<file path="src/rtl/pccc_pkg.sv">
// Package: shared types and the puncturing rule for the PCCC encoder.
package pccc_pkg;

    typedef enum logic [1:0] {
        RATE_1_3 = 2'd0,
        RATE_1_2 = 2'd1,
        RATE_2_3 = 2'd2,
        RATE_3_4 = 2'd3
    } rate_e;

    typedef enum logic {
        PH_LOAD = 1'b0,
        PH_EMIT = 1'b1
    } phase_e;

    // Keep mask, bit order {sys, natural parity, permuted parity}.
    function automatic logic [2:0] keep_mask(input rate_e r, input logic [1:0] ph);
        logic [2:0] m;
        case (r)
            RATE_1_3: m = 3'b111;
            RATE_1_2: m = ph[0] ? 3'b101 : 3'b110;
            RATE_2_3: m = ph[0] ? 3'b100 : 3'b110;
            default:  m = (ph == 2'd0) ? 3'b110 : 3'b100;
        endcase
        return m;
    endfunction

    // Last puncturing phase before wrap for a rate.
    function automatic logic [1:0] last_phase(input rate_e r);
        return (r == RATE_3_4) ? 2'd2 : 2'd1;
    endfunction

endpackage

</file>
<file path="src/rtl/pccc_rsc_enc.sv">
// Recursive systematic constituent encoder.
// Emits the parity of the current input combinationally; state moves on step.
// Assumes clear and step are never asserted together (clear wins if they are).
module pccc_rsc_enc #(
    parameter int          REGS    = 3,
    parameter logic [2:0]  FB_TAPS = 3'b110,  // bit i = tap on D^(i+1): D^2, D^3
    parameter logic [2:0]  FF_TAPS = 3'b101   // D, D^3
) (
    input  logic clk,
    input  logic rst_n,
    input  logic clear,
    input  logic step,
    input  logic u,
    output logic parity
);
    logic [REGS-1:0] state;
    logic            fb_bit;

    // Feedback and parity of the current input.
    always_comb begin
        fb_bit = u ^ (^(state & FB_TAPS[REGS-1:0]));
        parity = fb_bit ^ (^(state & FF_TAPS[REGS-1:0]));
    end

    // Shift register: zeroed by reset or clear, shifts on step.
    always_ff @(posedge clk) begin
        if (!rst_n || clear) begin
            state <= '0;
        end else if (step) begin
            state <= {state[REGS-2:0], fb_bit};
        end
    end
endmodule

</file>
<file path="src/rtl/pccc_bit_store.sv">
// Block buffer: one register per information bit, one write port and two
// read ports (natural and permuted order).
// Assumes readers ignore data at indices not written in the current block.
module pccc_bit_store #(
    parameter  int DEPTH = 432,
    localparam int IDX_W = $clog2(DEPTH)
) (
    input  logic             clk,
    input  logic             wr_en,
    input  logic [IDX_W-1:0] wr_idx,
    input  logic             wr_bit,
    input  logic [IDX_W-1:0] rd_idx_a,
    output logic             rd_bit_a,
    input  logic [IDX_W-1:0] rd_idx_b,
    output logic             rd_bit_b
);
    logic [DEPTH-1:0] cells;

    // Write the incoming bit; data cells carry no reset.
    always_ff @(posedge clk) begin
        if (wr_en && (int'(wr_idx) < DEPTH)) begin
            cells[wr_idx] <= wr_bit;
        end
    end

    // Guarded reads; out-of-range addresses read as zero.
    always_comb begin
        rd_bit_a = (int'(rd_idx_a) < DEPTH) ? cells[rd_idx_a] : 1'b0;
        rd_bit_b = (int'(rd_idx_b) < DEPTH) ? cells[rd_idx_b] : 1'b0;
    end
endmodule

</file>
<file path="src/rtl/pccc_puncture.sv">
// Puncturing phase tracker: gives the keep mask of the current triple.
// Assumes rate is constant for the whole block.
module pccc_puncture
    import pccc_pkg::*;
(
    input  logic       clk,
    input  logic       rst_n,
    input  logic       clear,
    input  logic       step,
    input  rate_e      rate,
    output logic [2:0] keep
);
    logic [1:0] ph;

    // Phase counter wraps at the rate's period.
    always_ff @(posedge clk) begin
        if (!rst_n || clear) begin
            ph <= 2'd0;
        end else if (step) begin
            ph <= (ph == last_phase(rate)) ? 2'd0 : ph + 2'd1;
        end
    end

    // Mask lookup.
    always_comb keep = keep_mask(rate, ph);
endmodule

</file>
<file path="src/rtl/pccc_encoder.sv">
// Rate-1/3 parallel concatenated convolutional encoder with puncturing mask.
// Loads a full block, then emits one {sys, p_nat, p_perm} triple per bit.
// Assumes perm_addr answers perm_idx combinationally with a position < length.
// Trellises are left unterminated; both encoders restart at zero each block.
module pccc_encoder
    import pccc_pkg::*;
#(
    parameter  int MAX_LEN = 432,
    parameter  int MIN_LEN = 32,
    localparam int LEN_W   = $clog2(MAX_LEN + 1),
    localparam int IDX_W   = $clog2(MAX_LEN)
) (
    input  logic             clk,
    input  logic             rst_n,
    input  logic [LEN_W-1:0] cfg_len,
    input  logic [1:0]       cfg_rate,
    input  logic             in_valid,
    output logic             in_ready,
    input  logic             in_bit,
    output logic [IDX_W-1:0] perm_idx,
    input  logic [IDX_W-1:0] perm_addr,
    output logic             out_valid,
    input  logic             out_ready,
    output logic [2:0]       out_data,
    output logic [2:0]       out_keep,
    output logic             out_last
);
    localparam int N_ENC = 2;

    phase_e           phase;
    logic [IDX_W-1:0] cnt;
    logic [LEN_W-1:0] len_q;
    rate_e            rate_q;
    logic [LEN_W-1:0] len_clamped;
    logic [LEN_W-1:0] cur_len;
    logic [IDX_W-1:0] in_last_idx;
    logic [IDX_W-1:0] out_last_idx;
    logic             in_fire, in_end, out_fire, out_end;
    logic             sys_bit, perm_bit;
    logic [N_ENC-1:0] enc_u, enc_p;

    // Clamp the requested length into the supported range.
    always_comb begin
        if (cfg_len < LEN_W'(MIN_LEN))      len_clamped = LEN_W'(MIN_LEN);
        else if (cfg_len > LEN_W'(MAX_LEN)) len_clamped = LEN_W'(MAX_LEN);
        else                                len_clamped = cfg_len;
    end

    // Handshake and end-of-phase decode.
    always_comb begin
        cur_len      = (cnt == '0) ? len_clamped : len_q;
        in_last_idx  = IDX_W'(cur_len - LEN_W'(1));
        out_last_idx = IDX_W'(len_q - LEN_W'(1));
        in_ready     = (phase == PH_LOAD);
        out_valid    = (phase == PH_EMIT);
        in_fire      = in_valid && in_ready;
        in_end       = in_fire && (cnt == in_last_idx);
        out_fire     = out_valid && out_ready;
        out_end      = out_fire && (cnt == out_last_idx);
        out_last     = out_valid && (cnt == out_last_idx);
        perm_idx     = cnt;
    end

    // Phase, index counter and per-block configuration.
    always_ff @(posedge clk) begin
        if (!rst_n) begin
            phase  <= PH_LOAD;
            cnt    <= '0;
            len_q  <= LEN_W'(MIN_LEN);
            rate_q <= RATE_1_3;
        end else begin
            case (phase)
                PH_LOAD: if (in_fire) begin
                    if (cnt == '0) begin
                        len_q  <= len_clamped;
                        rate_q <= rate_e'(cfg_rate);
                    end
                    if (in_end) begin
                        phase <= PH_EMIT;
                        cnt   <= '0;
                    end else begin
                        cnt <= cnt + 1'b1;
                    end
                end
                PH_EMIT: if (out_fire) begin
                    if (out_end) begin
                        phase <= PH_LOAD;
                        cnt   <= '0;
                    end else begin
                        cnt <= cnt + 1'b1;
                    end
                end
                default: phase <= PH_LOAD;
            endcase
        end
    end

    pccc_bit_store #(.DEPTH(MAX_LEN)) u_store (
        .clk      (clk),
        .wr_en    (in_fire),
        .wr_idx   (cnt),
        .wr_bit   (in_bit),
        .rd_idx_a (cnt),
        .rd_bit_a (sys_bit),
        .rd_idx_b (perm_addr),
        .rd_bit_b (perm_bit)
    );

    // Input selection for the natural (0) and permuted (1) encoders.
    always_comb enc_u = {perm_bit, sys_bit};

    for (genvar e = 0; e < N_ENC; e++) begin : g_enc
        pccc_rsc_enc u_rsc (
            .clk    (clk),
            .rst_n  (rst_n),
            .clear  (in_end),
            .step   (out_fire),
            .u      (enc_u[e]),
            .parity (enc_p[e])
        );
    end

    pccc_puncture u_punct (
        .clk   (clk),
        .rst_n (rst_n),
        .clear (in_end),
        .step  (out_fire),
        .rate  (rate_q),
        .keep  (out_keep)
    );

    // Output triple.
    always_comb out_data = {sys_bit, enc_p[0], enc_p[1]};
endmodule

</file>
<file path="config.mk">
export PLATFORM = sky130hd
export DESIGN_NAME = pccc_encoder
export DESIGN_NICKNAME = d
export VERILOG_FILES = /design/src/rtl/pccc_pkg.sv /design/src/rtl/pccc_rsc_enc.sv /design/src/rtl/pccc_bit_store.sv /design/src/rtl/pccc_puncture.sv /design/src/rtl/pccc_encoder.sv
export SDC_FILE = /design/constraint.sdc
export NUM_CORES = 1
export LEC_CHECK = 0
export BUFFER_PORTS_ARGS = -buffer_cell sky130_fd_sc_hd__buf_2
export CAP_MARGIN = 20
export CORE_ASPECT_RATIO = 1.4
export CORE_UTILIZATION = 36
export CTS_CLUSTER_DIAMETER = 40
export CTS_CLUSTER_SIZE = 28
export DETAILED_ROUTE_END_ITERATION = 10
export SLEW_MARGIN = 20
export SYNTH_ARGS = -nofsm -noshare
export SYNTH_HDL_FRONTEND = slang
export SYNTH_SLANG_ARGS = --single-unit
</file>
<file path="constraint.sdc">
create_clock -name clk -period 9.9 [get_ports clk]
set_input_delay 1.485 -clock clk [delete_from_list [all_inputs] [get_ports clk]]
set_output_delay 1.485 -clock clk [all_outputs]
set_load 0.01 [all_outputs]
</file>
==> impl_metrics.toml, run 1 <==
[placed_design]
dp.cells = 2634
place_congestion = 0.910
io_buffers = 41
dp_hpwl_um = 45100
dp_slack_ns = 3.28

[sta]
min_period_ns = 6.84
layout_setup_ws_ns = 3.06
slew_viol_final = 0
tightest_slew_ns = 1.15
grt_setup_unrepaired = "no"
fin_tns_setup_ns = 0
fin_crit_sh_pct = 69.1
final.setup_skew_ns = 0.0275
setup_viol = 0
slew_headroom_pct = 23.4
hold_slack_ns = 0.478
fmax_ghz = 0.146
hold_viol = 0

[yosys]
syn_avg_cell_area_um2 = 13.2
synthArstFlopShare_pct = 0
yosys_most_used_dff = "edfxtp_1"
synth-simple-area-share_pct = 12.3
ys_seq_area_share_pct = 55.5
synth_compound_area_share_pct = 5.68
synth_cells = 1857
synthMuxAreaShare_pct = 21.9
synthXorXnorAreaFrac_pct = 0.932
synth_cell_types = 72
synth_top_family_by_area = "multiplexers"
netlist_area_mm2 = 0.0244
ys_ff_latch = 461
yosys_warnings = 0
syn-num-nets = 1889
synth_fa_ha_area_share_pct = 0.359
synth_edf_count = 432

[worst_setup_path]
crit_start = "perm_idx[0]$_SDFFE_PN0P_"
rr_endpoint = "perm_idx[6]$_SDFFE_PN0P_"
cp-end-kind = "primary output"
crit_path_start_kind = "flip-flop"
rr_worst_depth = 14
critPathKind = "flip-flop to primary output"
worst_ep_arrival_time_ns = 5.36
required_ns = 8.42
rr_startpoint = "perm_idx[0]$_SDFFE_PN0P_"
r2r_setup_slack_ns = 4.34
cp-endpoint = "out_data[1]"
path_max_fanout = 46

[finish]
nFillCells = 6148
syn_to_final_growth_pct = 11.0
drive_above_1_share_pct = 22.1
finalNonFillerCells = 2728
nets = 1865
mostFrequentLayoutCell = "nor2_1"
final_cell_mix = "473 x nor2_1, 432 x edfxtp_1, 213 x mux4_2"

[route]
vias = 16700
postRouteAntennaNets = 0
via_per_inst = 6.11
drt_pass1_iterations = 5
drtIter0Drc = 1564
wire_per_inst_um = 27.4
drt-total-wl_um = 74800
drc_errors = 0

[grt]
antenna_found_initial = 4
overflow = 0
grt_first_pass_wirelength_um = 110000
grt_pass1_vias = 16900
grt_usage_pct = 21.8
grt_max_degree = 234

[floorplanning]
die_w_um = 222
dieArea_mm2 = 0.0689
start_util_pct = 36.5
ios = 43
core_area_mm2 = 0.0668
die_y_um = 310
rows = 112

[hold_path]
worstHoldStart = "len_q[8]$_SDFFE_PN0P_"
min_path_type = "flip-flop to flip-flop"

[cts]
clockBufferDepth = 3
cts_buffers = 51
cts.clk_slew.worst_paths_ns = 0.06
postCtsHoldBufs = 0
clk_latency_ns = 0.59
cts_tree = "built"
post_cts_resized = 0
cts_max_level = 2
clkSinkCount = 461
cts_setup_buffers = 0
root_buffer = "clkbuf_16"

[pwr]
totalPowerFinal_mw = 4.45
p_per_area_mw_per_mm2 = 164
leakage_nw = 8.13
peakVddDrop_mv = 0.118

[outcome]
status = "complete, no violations"

[flow_run]
maxCapViolations = 0
metrics by stage:
step,area [um2],util (%)
2_1_floorplan,24400,-
3_3_place_gp,25400,38.0
3_5_place_dp,25400,38.0
4_1_cts,27100,40.5
5_1_grt,27100,40.5
6_report,27100,40.6
per-layer routing:
metal  up-vias  wire, um  track usage, %
li1       7043         -               -
met1      8574     27100            25.7
met2       810     37800            38.1
met3       237      5860            3.84
met4         4      3970            11.2
met5         -        23               0
final cells by class:
class                      instances  area (um2)  share of cell area [%]
sequential                       461       13600                    50.0
multi-input combinational       1210       10100                    37.3
clock buffer                      55        1290                    4.76
tap                              855        1070                    3.95
timing repair buffer              86         597                    2.20
clock inverter                    37         373                    1.38
inverter                          23        86.3                   0.319
antenna                            1        2.50                 0.00923
worst min-delay path by stage:
| stage | endpoint | depth (start not counted) |
|---|---|---|
| CTS | len_q[8]$_SDFFE_PN0P_ | 2 |
| global placement | len_q[8]$_SDFFE_PN0P_ | 2 |
| floorplan | len_q[8]$_SDFFE_PN0P_ | 2 |
| detailed placement | len_q[8]$_SDFFE_PN0P_ | 2 |
| global route | g_enc[0].u_rsc.state[2]$_SDFFE_PP0P_ | 2 |
| finish | len_q[8]$_SDFFE_PN0P_ | 2 |
where the power goes:
part	total [mW]	leakage [nW]	internal (mW)	switching, mW
registers	2.15	4.12	2.13	0.0201
logic	0.401	3.21	0.168	0.234
clock network	1.89	0.797	1.03	0.862
critical path, stage by stage (launching register included):
cell and delay (ns):
dfxtp_4 0.92, buf_4 0.72, buf_4 0.66, mux4_2 0.59, mux4_2 0.51, nor4_1 0.40
nor4_1 0.11, o31ai_1 0.10, and4_1 0.40, xnor2_1 0.15, buf_2 0.14
logic make-up (layout without fill, tap and decap cells):
group	count (synthesis)	after routing
AOI/OAI and AO/OA	195	195
xor gates and xnor gates	26	26
adders and majority gates	7	7
buffers and inverters	186	201
DFF	461	461
muxes	267	267
other	1	2
and+or+nand+nor	714	714
cells in the mapped netlist (9+ instances only):
cell / n / area, um2
nor2_1: 474 / 1780
edfxtp_1: 432 / 13000
mux4_2: 213 / 4800
nand2_1: 106 / 398
clkbuf_1: 103 / 387
mux2i_1: 49 / 490
a21oi_1: 45 / 225
a22oi_1: 39 / 293
nand3_1: 35 / 175
dfxtp_1: 29 / 581
buf_2: 25 / 125
inv_1: 21 / 78.8
buf_1: 17 / 63.8
xnor2_1: 16 / 140
a221oi_1: 15 / 131
nor3_1: 15 / 75.1
buf_4: 13 / 97.6
o21ai_0: 13 / 65.1
nor2b_1: 12 / 75.1
a211oi_1: 10 / 75.1
and2_1: 10 / 62.6
xor2_1: 10 / 87.6
nand2b_1: 9 / 56.3
o211ai_1: 9 / 67.6
o31ai_1: 9 / 67.6
sequential cells by signal, indices dropped and copies added, names as in the netlist:
register           count
g_enc.u_rsc.state      6
len_q                  9
out_valid              1
rate_q                 2
u_store.cells        432
perm_idx               9
u_punct.ph             2
(Power assumes the default switching activity.)
==> inputs of run 2 (changes only) <==
Clock period 9.9 ns to 5.5 ns, I/O delays scaled along.
==> impl_metrics.toml, run 2 (synthesis gave the netlist of run 1 again) <==
[grt]
grt_first_pass_wirelength_um = 113000
grt_pass1_vias = 17100
antenna_found_initial = 1
overflow = 0
grt_max_degree = 175
grt_usage_pct = 22.4

[sta]
fmax_ghz = 0.189
fin_tns_setup_ns = 0
hold_slack_ns = 0.417
setup_viol = 0
hold_viol = 0
fin_crit_sh_pct = 96.3
slew_viol_final = 0
tightest_slew_ns = 1.02
final.setup_skew_ns = 0.0233
slew_headroom_pct = 31.7
grt_setup_unrepaired = "no"
min_period_ns = 5.30
layout_setup_ws_ns = 0.201

[route]
via_per_inst = 6.21
drt-total-wl_um = 77200
drt_pass1_iterations = 5
drc_errors = 0
drtIter0Drc = 1934
vias = 17100
wire_per_inst_um = 28.0
postRouteAntennaNets = 0

[placed_design]
io_buffers = 41
dp_slack_ns = 0.643
dp_hpwl_um = 47900
place_congestion = 0.950

[finish]
largest_register = "u_store.cells"
antenna_cells = 0
largest_reg_flops = 432
mostFrequentLayoutCell = "nor2_1"
final_cell_mix = "472 x nor2_1, 432 x edfxtp_1, 213 x mux4_2"
nets = 1892
final-seq-area_mm2 = 0.0136
fin_util_pct = 41.0
syn_to_final_growth_pct = 12.1
nFillCells = 6122
drive_above_1_share_pct = 23.6
multiInputGateArea_mm2 = 0.0101

[floorplanning]
die_w_um = 222
core_area_mm2 = 0.0668
die_y_um = 310
ios = 43
start_util_pct = 36.5
rows = 112
dieArea_mm2 = 0.0689

[pwr]
peakVddDrop_mv = 0.176
p_per_area_mw_per_mm2 = 293
leakage_nw = 8.29

[cts]
clkSinkCount = 461
cts_max_level = 2
post_cts_resized = 0
clockBufferDepth = 3
root_buffer = "clkbuf_16"
clk_latency_ns = 0.61
cts_buffers = 48
cts_setup_buffers = 0
postCtsHoldBufs = 0
cts.clk_slew.worst_paths_ns = 0.07
cts_tree = "built"

[hold_path]
min_path_type = "input port to flip-flop"
worstHoldStart = "rst_n"

[worst_setup_path]
critPathKind = "flip-flop to primary output"
cp-end-kind = "primary output"
cp-endpoint = "out_data[1]"
required_ns = 4.68
worst_ep_arrival_time_ns = 4.47
crit_start = "perm_idx[0]$_SDFFE_PN0P_"
rr_startpoint = "perm_idx[0]$_SDFFE_PN0P_"
path_max_fanout = 17
rr_worst_depth = 15
r2r_setup_slack_ns = 0.64
rr_endpoint = "perm_idx[7]$_SDFFE_PN0P_"
crit_path_start_kind = "flip-flop"

[flow_run]
maxCapViolations = 0

[outcome]
status = "complete, no violations"
[run 2: cell count changes in the layout (fill, tap and decap cells not counted), moves of 2 or more]
cell,delta
clkinv_4,+3
clkbuf_1,-3
buf_12,+6
inv_6,+5
inv_8,-6
buf_4,+25
clkbuf_16,-2
clkinv_1,-3
inv_12,+3
clkinv_8,+3
[run 2: where the power goes]
group	internal, mW	switching (mW)
Combinational	0.316	0.436
Sequential	3.84	0.0286
Clock	1.77	1.62
Total	5.92	2.08
[run 2: layout make-up]
type	count	share of cell area [%]
Timing Repair Buffer	116	3.20
Sequential cell	461	49.5
Clock inverter	39	1.53
Clock buffer	50	4.49
Multi-Input combinational cell	1210	37.0
Inverter	23	0.315
Tap cell	855	3.91
[run 2: how the worst min path moves through the flow]
stage,slack (ns),cells after the start,to
after floorplan,0.45,2,len_q[8]$_SDFFE_PN0P_
after global placement,0.45,2,len_q[8]$_SDFFE_PN0P_
after detailed placement,0.47,2,g_enc[1].u_rsc.state[2]$_SDFFE_PP0P_
after CTS,0.40,2,len_q[5]$_SDFFE_PN1P_
after global routing,0.44,2,len_q[5]$_SDFFE_PN1P_
final,0.42,2,len_q[5]$_SDFFE_PN1P_
[run 2: metal layers]
| metal | track usage [%] | share of wire [%] | vias up | wire length [um] |
|---|---|---|---|---|
| met1 | 25.9 | 36 | 8872 | 27500 |
| met4 | 12.4 | 5.9 | 2 | 4560 |
| met5 | 0 | 0.018 | - | 14 |
| li1 | - | - | 7093 | - |
| met2 | 39.6 | 51 | 915 | 39100 |
| met3 | 3.58 | 7.8 | 232 | 6000 |
[run 2: metrics by stage]
step                instances  power [mW]  instance area [um2]
global route             2754        8.20                27400
finish                   2754        8.01                27400
floorplan                1857        4.43                24400
detailed placement       2665        4.69                25700
global placement         2664        4.69                25700
CTS                      2754        8.05                27400
[run 2: critical path, cell delays in order (launching register included)]
cell,delay (ns)
dfxtp_4,0.56
buf_4,0.41
mux4_2,0.57
nand2_1,0.08
a21oi_1,0.13
a2111oi_0,0.65
o311ai_0,0.50
nand4_1,0.23
and4_1,0.39
xnor2_1,0.15
buf_2,0.15
==> inputs of run 3 (changes only) <==
Settings changed: PLACE_DENSITY set to 0.52.
==> impl_metrics.toml, run 3 (synthesis gave the netlist of run 1 again) <==
[cts]
cts_buffers = 59
cts.clk_slew.worst_paths_ns = 0.06
postCtsHoldBufs = 0
cts_tree = "built"
post_cts_resized = 0
clkSinkCount = 461
cts_setup_buffers = 0
clockBufferDepth = 3
root_buffer = "clkbuf_16"
cts_max_level = 2
clk_latency_ns = 0.66

[worst_setup_path]
critical_path.max_stage_delay_ns = 0.82
crit_path_top_delay_cell = "a2111oi_0"
required_ns = 4.68
critPathKind = "input port to primary output"
crit_path_start_kind = "input port"
worst_ep_arrival_time_ns = 4.58
cp-end-kind = "primary output"
rr_worst_depth = 14
path_cells = "clkbuf_8, buf_12, mux4_2, a22oi_1, nand2_1, a2111oi_0, nor4_1, nor4_4, xnor2_1, buf_2"
path_max_fanout = 38

[grt]
antenna_found_initial = 4
grt_usage_pct = 23.6
grt_use_met2_pct = 40.6
grt_first_pass_wirelength_um = 118000
grt_pass1_vias = 17100
grtUsageMet1_pct = 28.5
grt-busiest-layer = "met2"
grt_max_degree = 180
met3_usage_pct = 4.11
overflow = 0

[sta]
hold_viol = 0
slew_viol_final = 0
setup_viol = 0
layout_setup_ws_ns = 0.0986
final.setup_skew_ns = 0.0287
tightest_slew_ns = 1.09
grt_setup_unrepaired = "no"
slew_headroom_pct = 27.2
fmax_ghz = 0.185
min_period_ns = 5.40
fin_tns_setup_ns = 0
fin_crit_sh_pct = 98.2

[finish]
antenna_cells = 0
syn_to_final_growth_pct = 13.5
largest_register = "u_store.cells"
final_cell_mix = "474 x nor2_1, 432 x edfxtp_1, 213 x mux4_2"
nets = 1899
drive_above_1_share_pct = 23.9
mostFrequentLayoutCell = "nor2_1"
largest_reg_flops = 432
nFillCells = 6190

[floorplanning]
rows = 112
die_w_um = 222
start_util_pct = 36.5
dieArea_mm2 = 0.0689
core_area_mm2 = 0.0668
ios = 43
die_y_um = 310

[pwr]
p_per_area_mw_per_mm2 = 314
peakVddDrop_mv = 0.256
totalPowerFinal_mw = 8.70
leakage_nw = 8.46

[outcome]
status = "complete, no violations"

[hold_path]
min_path_cells = 2
min_path_type = "input port to flip-flop"

[route]
drc_errors = 0
drtIter0Drc = 1811
via_per_inst = 6.10
drt-total-wl_um = 80700
drt_pass1_iterations = 6
postRouteAntennaNets = 0
wire_per_inst_um = 29.1
vias = 16900

[placed_design]
place_congestion = 0.891
dp_hpwl_um = 50000
io_buffers = 41
dp_slack_ns = 0.194

[flow_run]
maxCapViolations = 0
==> run 3: changes by cell type in the layout (fill, tap and decap cells not counted), moves of 3 or more <==
cell	delta
bufinv_16	+4
clkbuf_1	+3
clkbuf_16	+12
clkinv_4	-4
clkinv_8	-3
clkinvlp_4	+3
inv_12	-3
inv_8	+7
==> run 3: layer usage <==
metal / wire [um] / vias to the layer above / part of all wire (%)
met5: 48 / - / 0.059
met4: 4500 / 8 / 5.6
li1: - / 7150 / -
met2: 40100 / 750 / 50
met1: 30500 / 8779 / 38
met3: 5610 / 222 / 6.9
==> run 3: layout make-up <==
cell class,instances,area [um2],area share [%]
clock inverter,46,524,1.89
clock buffer,65,1540,5.56
timing repair buffer,112,822,2.96
tap,855,1070,3.86
inverter,23,86.3,0.311
sequential,461,13600,48.9
multi-input combinational,1210,10100,36.5
==> run 3: critical path: cells and delay by family <==
family / cells / cell delay, ns
and+or+nand+nor: 3 / 0.96
AOI/OAI and AO/OA: 2 / 1.02
xor gates and xnor gates: 1 / 0.17
buffers and inverters: 3 / 0.91
muxes: 1 / 0.56
==> run 3: power by group <==
group / internal (mW) / leakage (nW) / total (mW) / switching (mW)
Combinational: 0.315 / 3.35 / 0.770 / 0.454
Clock: 2.33 / 0.987 / 4.06 / 1.73
Sequential: 3.84 / 4.12 / 3.86 / 0.0231
==> run 3: path summary, 6_finish.rpt <==
kind                                                            from                                    to  slack [ns]
worst max-delay path                                    perm_addr[0]                           out_data[0]         0.1
worst min-delay path                                           rst_n                 len_q[5]$_SDFFE_PN1P_        0.41
worst max register to register              perm_idx[1]$_SDFFE_PN0P_              perm_idx[0]$_SDFFE_PN0P_        0.95
worst min register to register  g_enc[0].u_rsc.state[2]$_SDFFE_PP0P_  g_enc[0].u_rsc.state[2]$_SDFFE_PP0P_        0.48
==> run 3: metrics by stage <==
stage	util [%]	instance area, um2	instances	hold WS, ns
after floorplan	-	24400	1857	0.445
after global placement	38.4	25700	2661	0.452
after detailed placement	38.4	25700	2661	0.465
after CTS	41.5	27700	2772	0.392
after global routing	41.5	27700	2772	0.397
final	41.5	27700	2772	0.413
